**config.mk**
```make
export PLATFORM = sky130hd
export DESIGN_NAME = col_power_sequencer
export DESIGN_NICKNAME = d
export VERILOG_FILES = /design/src/rtl/col_pwr_pkg.sv /design/src/rtl/cps_step_timer.sv /design/src/rtl/cps_ramp_ctrl.sv /design/src/rtl/cps_col_decode.sv /design/src/rtl/col_power_sequencer.sv
export SDC_FILE = /design/constraint.sdc
export NUM_CORES = 1
export LEC_CHECK = 0
export ABC_CLOCK_PERIOD_IN_PS = 3200
export BUFFER_PORTS_ARGS = -buffer_cell sky130_fd_sc_hd__buf_4
export CAP_MARGIN = 20
export CORE_ASPECT_RATIO = 1.4
export CORE_MARGIN = 1
export CORE_UTILIZATION = 54
export CTS_BUF_LIST = sky130_fd_sc_hd__clkbuf_16
export CTS_CLUSTER_SIZE = 10
export DETAILED_ROUTE_END_ITERATION = 10
export PLACE_DENSITY = 0.9
export RECOVER_POWER = 25
export SYNTH_ARGS = -nofsm -noshare
export SYNTH_HDL_FRONTEND = slang
export SYNTH_SLANG_ARGS = --single-unit
```
**constraint.sdc**
```tcl
create_clock -name clk_i -period 3.2 [get_ports clk_i]
set_input_delay 0.16 -clock clk_i [delete_from_list [all_inputs] [get_ports clk_i]]
set_output_delay 0.16 -clock clk_i [all_outputs]
set_load 0.005 [all_outputs]
```
**src/rtl/col_pwr_pkg.sv**
```systemverilog
package col_pwr_pkg;

   // one event a ramp may take on a step tick
   typedef enum logic [2:0] {
      EV_NONE     = 3'd0,
      EV_BIAS_UP  = 3'd1,
      EV_BIAS_DN  = 3'd2,
      EV_SUP_ON   = 3'd3,
      EV_SUP_OFF  = 3'd4
   } col_event_e;

endpackage

```
**src/rtl/cps_step_timer.sv**
```systemverilog
module cps_step_timer #(
   parameter int STEP_W = 8
) (
   input  logic              clk_i,
   input  logic              rst_ni,
   input  logic              busy_i,
   input  logic [STEP_W-1:0] step_i,
   output logic              tick_o
);

   logic [STEP_W-1:0] wait_q;

   // a tick fires when the pending event has waited long enough
   assign tick_o = busy_i && (wait_q >= step_i);

   always_ff @(posedge clk_i or negedge rst_ni) begin
      if (!rst_ni)
         wait_q <= '0;
      else if (!busy_i || tick_o)
         wait_q <= '0;
      else
         wait_q <= wait_q + 1'b1;
   end


   tick_spacing_chk: assert property (@(posedge clk_i) disable iff (!rst_ni)
      (tick_o && step_i != '0) |=> (!tick_o || $changed(step_i)));


   wait_bound_chk: assert property (@(posedge clk_i) disable iff (!rst_ni)
      (busy_i && $stable(step_i) && !$past(tick_o) && $past(busy_i)) |-> (wait_q <= step_i));

endmodule

```
**src/rtl/cps_ramp_ctrl.sv**
```systemverilog
module cps_ramp_ctrl
   import col_pwr_pkg::*;
#(
   parameter int NUM_COLS     = 16,
   parameter int CNT_W        = 5,
   parameter bit ALLOW_PWROFF = 1'b1
) (
   input  logic             clk_i,
   input  logic             rst_ni,
   input  logic             req_i,
   input  logic             pwroff_en_i,
   input  logic             tick_i,
   output logic             busy_o,
   output logic             full_hold_o,
   output logic [CNT_W-1:0] nom_cnt_o,
   output logic [CNT_W-1:0] pwr_cnt_o
);

   localparam logic [CNT_W-1:0] LAST = CNT_W'(NUM_COLS);

   // nom_q: columns [0, nom_q) at nominal bias
   // pwr_q: columns [0, pwr_q) with supply present
   logic [CNT_W-1:0] nom_q, pwr_q;
   logic             cut_ok;
   col_event_e       ev;

   generate
      if (ALLOW_PWROFF) begin : g_cut
         assign cut_ok = pwroff_en_i;
      end else begin : g_nocut
         assign cut_ok = 1'b0;
      end
   endgenerate

   always_comb begin
      ev = EV_NONE;
      if (req_i) begin
         if (nom_q != LAST)
            ev = (pwr_q > nom_q) ? EV_BIAS_UP : EV_SUP_ON;
      end else if (cut_ok && (pwr_q > nom_q)) begin
         ev = EV_SUP_OFF;
      end else if (nom_q != '0) begin
         ev = EV_BIAS_DN;
      end else if (!cut_ok && (pwr_q != LAST)) begin
         ev = EV_SUP_ON;
      end
   end

   assign busy_o      = (ev != EV_NONE);
   assign full_hold_o = (nom_q == LAST) && !(tick_i && ev == EV_BIAS_DN);
   assign nom_cnt_o   = nom_q;
   assign pwr_cnt_o   = pwr_q;

   always_ff @(posedge clk_i or negedge rst_ni) begin
      if (!rst_ni) begin
         nom_q <= '0;
         pwr_q <= LAST;
      end else if (tick_i) begin
         unique case (ev)
            EV_BIAS_UP: nom_q <= nom_q + 1'b1;
            EV_BIAS_DN: nom_q <= nom_q - 1'b1;
            EV_SUP_ON:  pwr_q <= pwr_q + 1'b1;
            EV_SUP_OFF: pwr_q <= pwr_q - 1'b1;
            default:    ;
         endcase
      end
   end


   order_chk: assert property (@(posedge clk_i) disable iff (!rst_ni)
      (nom_q <= pwr_q) && (pwr_q <= LAST));


   idle_hold_chk: assert property (@(posedge clk_i) disable iff (!rst_ni)
      (!busy_o && $stable(req_i) && $stable(pwroff_en_i)) |=> ($stable(nom_q) && $stable(pwr_q)));

endmodule

```
**src/rtl/cps_col_decode.sv**
```systemverilog
module cps_col_decode #(
   parameter int NUM_COLS = 16,
   parameter int CNT_W    = 5
) (
   input  logic [CNT_W-1:0]    nom_cnt_i,
   input  logic [CNT_W-1:0]    pwr_cnt_i,
   output logic [NUM_COLS-1:0] bias_nom_o,
   output logic [NUM_COLS-1:0] supply_off_o
);

   for (genvar c = 0; c < NUM_COLS; c++) begin : g_col
      assign bias_nom_o[c]   = (CNT_W'(c) < nom_cnt_i);
      assign supply_off_o[c] = !(CNT_W'(c) < pwr_cnt_i);
   end


   always_comb begin
      overlap_chk: assert ((bias_nom_o & supply_off_o) == '0);
   end

endmodule

```
**src/rtl/col_power_sequencer.sv**
```systemverilog
module col_power_sequencer #(
   parameter int NUM_COLS     = 16,
   parameter int STEP_W       = 8,
   parameter bit ALLOW_PWROFF = 1'b1
) (
   input  logic                clk_i,
   input  logic                rst_ni,
   input  logic                pulse_req_i,
   input  logic [STEP_W-1:0]   step_cycles_i,
   input  logic                pwroff_en_i,
   output logic [NUM_COLS-1:0] bias_nom_o,
   output logic [NUM_COLS-1:0] supply_off_o,
   output logic                all_on_o
);

   localparam int CNT_W = $clog2(NUM_COLS + 1);

   if (NUM_COLS < 2) begin : g_bad_cols
      $error("col_power_sequencer: NUM_COLS must be at least 2");
   end
   if (STEP_W < 1 || STEP_W > 24) begin : g_bad_step
      $error("col_power_sequencer: STEP_W must lie in 1..24");
   end

   logic             busy, tick, full_hold;
   logic [CNT_W-1:0] nom_cnt, pwr_cnt;
   logic             all_on_q;

   cps_step_timer #(.STEP_W(STEP_W)) u_timer (
      .clk_i  (clk_i),
      .rst_ni (rst_ni),
      .busy_i (busy),
      .step_i (step_cycles_i),
      .tick_o (tick)
   );

   cps_ramp_ctrl #(
      .NUM_COLS    (NUM_COLS),
      .CNT_W       (CNT_W),
      .ALLOW_PWROFF(ALLOW_PWROFF)
   ) u_ramp (
      .clk_i       (clk_i),
      .rst_ni      (rst_ni),
      .req_i       (pulse_req_i),
      .pwroff_en_i (pwroff_en_i),
      .tick_i      (tick),
      .busy_o      (busy),
      .full_hold_o (full_hold),
      .nom_cnt_o   (nom_cnt),
      .pwr_cnt_o   (pwr_cnt)
   );

   cps_col_decode #(.NUM_COLS(NUM_COLS), .CNT_W(CNT_W)) u_dec (
      .nom_cnt_i    (nom_cnt),
      .pwr_cnt_i    (pwr_cnt),
      .bias_nom_o   (bias_nom_o),
      .supply_off_o (supply_off_o)
   );

   always_ff @(posedge clk_i or negedge rst_ni) begin
      if (!rst_ni) all_on_q <= 1'b0;
      else         all_on_q <= full_hold;
   end
   assign all_on_o = all_on_q;


   one_change_chk: assert property (@(posedge clk_i) disable iff (!rst_ni)
      $countones({bias_nom_o, supply_off_o} ^ $past({bias_nom_o, supply_off_o})) <= 1);


   thermo_chk: assert property (@(posedge clk_i) disable iff (!rst_ni)
      (({1'b0, bias_nom_o} + 1'b1) & {1'b0, bias_nom_o}) == '0);


   bias_after_supply_chk: assert property (@(posedge clk_i) disable iff (!rst_ni)
      (bias_nom_o & ~$past(bias_nom_o) & $past(supply_off_o)) == '0);


   cut_after_bias_chk: assert property (@(posedge clk_i) disable iff (!rst_ni)
      (supply_off_o & ~$past(supply_off_o) & $past(bias_nom_o)) == '0);


   all_on_rise_chk: assert property (@(posedge clk_i) disable iff (!rst_ni)
      $rose(all_on_o) |-> (&$past(bias_nom_o)));


   all_on_level_chk: assert property (@(posedge clk_i) disable iff (!rst_ni)
      all_on_o |-> (&bias_nom_o));

endmodule

```
==> out/results.tsv <==
metric	value	unit
status	finished clean	
yosys.area_share.simple	20.27	%
synthTopCellsByArea	dfrtp_1 (24%), ha_1 (15%), xnor2_1 (4.3%), inv_1 (4.1%), nor2_1 (4.1%)	
synth_top_family_by_area	compound AO/OA/AOI/OAI gates	
cts_resized	0	
critPathMaxFanout	11	
synth_nets	255	
synth_compound_area_share	23.51	%
port_buffers	44	
dieArea	3670	um2
vias	1739	
cpPeakStageDelay	580	ps
skew	1.416	ps
via_per_inst	5.797	
syn_inst	221	
end_kind	flip-flop	
gr-total-overflow	0	
grtUsageTotal	27.03	%
seq_area_frac_synth	25.74	%
antenna_found_initial	0	
wirelength	4.541	mm
clk_latency	250	ps
path_clk_slew	60	ps
yosys.area.top_type_share	24.32	%
drc	0	
final_cell_mix	buf_4 (44), ha_1 (22), inv_1 (20), nor2_1 (20), dfrtp_1 (18)	
crit_type	reg -> reg	
drtAntennaViolNets	0	
avgSynthCellArea	8.379	um2
post_synth_mux_area_share	1.149	%
firstDrtPassIters	4	
p_leak	1.052	nW
cts_buffers	3	
nets	296	
drt_iter0_markers	72	
total_power	1.661	mW
fmax	0.3574	GHz
rrSetupSlack	400	ps
syn_area	1852	um2
ys_ff_latch	19	
powerDensity	733.0	nW/um2
rows	24	
finalHoldViolCount	0	
grt_max_degree	20	
cts.sinks	19	
worst_path_max_delay_cell	dfrtp_1	
synthArstFlopShare	100.0	%
htree_levels	1	
path_cells	clkinv_1, ha_1, nand3_1, o21bai_4, a21oi_4, a21o_1, mux2_2, nand4_1	
synth_xor_area_share	6.622	%
yosys_warnings	0	
start_util	58.18	%
grt_pass1_vias	1637	
hold_class	in -> reg	
synth_top_cell_by_area	dfrtp_1	
ctsHoldBuffers	1	
die_w	51.49	um
synth_edf_count	0	
start_kind	flip-flop	
area_growth	22.36	%
core-area	3183	um2
ir_worst_vdd	0.4907	mV
tns	0	ps
required	3380	ps
synthAdderAreaFrac	14.86	%
synth_ff_type	dfrtp_1	
cap_viol_max_count	0	
num_io_pins	45	
cts_root_buffer	clkbuf_16	
grt_setup_unrepaired	no	
fin_crit_sh	87.43	%
slew_headroom	27.36	%
dp_hpwl	3.203	mm
diodes	0	
arrival	2980	ps
grt_pass1_wl	7.645	mm
cts_max_path_buffers	2	
wl_per_cell	15.14	um
cts_tree	yes	
min_period	2798	ps
place_congestion	0.8998	
tightest_slew	1090	ps
synth_cell_types	55	
die_h	71.29	um
layout_commonest_cell	buf_4	
setup_viol	0	
drive_gt1_share	26.05	%
cts_setup_buffers	0	
drv_slew	0	
-- path summary, 6_finish.rpt --
path	startpoint	cells past startpoint	endpoint
min	pwroff_en_i	4	u_ramp.nom_cnt_o[3]
min in group asynchronous	rst_ni	2	u_ramp.nom_cnt_o[0]
max	u_ramp.nom_cnt_o[4]	8	u_ramp.nom_cnt_o[4]
max reg2reg	u_ramp.nom_cnt_o[4]	8	u_ramp.nom_cnt_o[4]
min reg2reg	u_timer.wait_q[0]	1	u_timer.wait_q[0]
max in group asynchronous	rst_ni	2	u_timer.wait_q[6]
-- cell usage after synthesis (2+ instances only) --
cell,count
a21o_1,5
nor2_1,20
nor2b_1,3
a31oi_1,4
xor2_1,5
o21ai_1,3
nor3_1,4
nand4_1,3
buf_6,2
dfrtp_1,18
a21oi_1,12
or3_1,2
buf_2,2
nand2_1,17
or2_2,2
o31ai_1,3
nand3_1,9
xnor2_1,9
a21oi_4,2
and3_1,2
clkbuf_1,5
or4_1,2
inv_1,20
a211oi_1,2
and2_1,3
o21ai_0,9
clkinv_1,3
ha_1,22
o21bai_1,2
-- cells by family (layout without fill, tap and decap cells) --
| kind of cell | Yosys count | after routing |
|---|---|---|
| AO/OA/AOI/OAI | 57 | 57 |
| flip-flops | 19 | 19 |
| AND/OR/NAND/NOR | 74 | 74 |
| buffers and inverters | 33 | 73 |
| adder cells (fa/ha/maj) | 22 | 22 |
| multiplexers | 2 | 2 |
| XOR/XNOR | 14 | 14 |
-- final cells by class --
cell class	count	area (um2)
Fill cell	254	917.1
Timing Repair Buffer	46	344.1
Clock buffer	3	75.07
Tap cell	39	48.80
Sequential cell	19	476.7
Multi-Input combinational cell	169	1230
Clock inverter	1	5.005
Inverter	23	86.33
-- registers in the layout (all words and copies together), names as in the netlist --
register / cells
u_ramp.pwr_cnt_o: 5
all_on_o: 1
u_timer.wait_q: 8
u_ramp.nom_cnt_o: 5
-- where the power goes --
| group | internal (mW) | leakage [nW] | switching [mW] |
|---|---|---|---|
| logic | 0.420 | 0.784 | 0.473 |
| registers | 0.335 | 0.227 | 0.167 |
| clock network | 0.168 | 0.0409 | 0.0973 |
| total | 0.923 | 1.05 | 0.738 |
-- through the flow --
stage | utilization (%) | instances | hold WS (ps) | instance area (um2) | worst slack, ps
3_5_place_dp | 68.47 | 295 | 50.04 | 2180 | 514.4
6_report | 71.19 | 300 | 399.0 | 2266 | 402.1
3_3_place_gp | 68.47 | 295 | 45.86 | 2180 | 594.2
5_1_grt | 71.19 | 300 | 417.9 | 2266 | 241.1
4_1_cts | 71.30 | 300 | 327.5 | 2270 | 438.2
2_1_floorplan | - | 221 | -135.6 | 1852 | 870.6
-- per-layer routing --
layer	up-vias	track usage [%]	routed length (um)
met5	-	0	0
met1	829	33.15	1874
li1	847	-	-
met2	58	49.35	2420
met3	5	3.397	210
met4	0	5.706	36
-- critical path: cells and delay by family, from the launching register on --
family	cells	cell delay [ps]
fa+ha+maj	1	420
simple gates	2	240
flops	1	580
buf+inv	1	320
compound gates	3	810
mux	1	370
(Power assumes the default switching activity.)
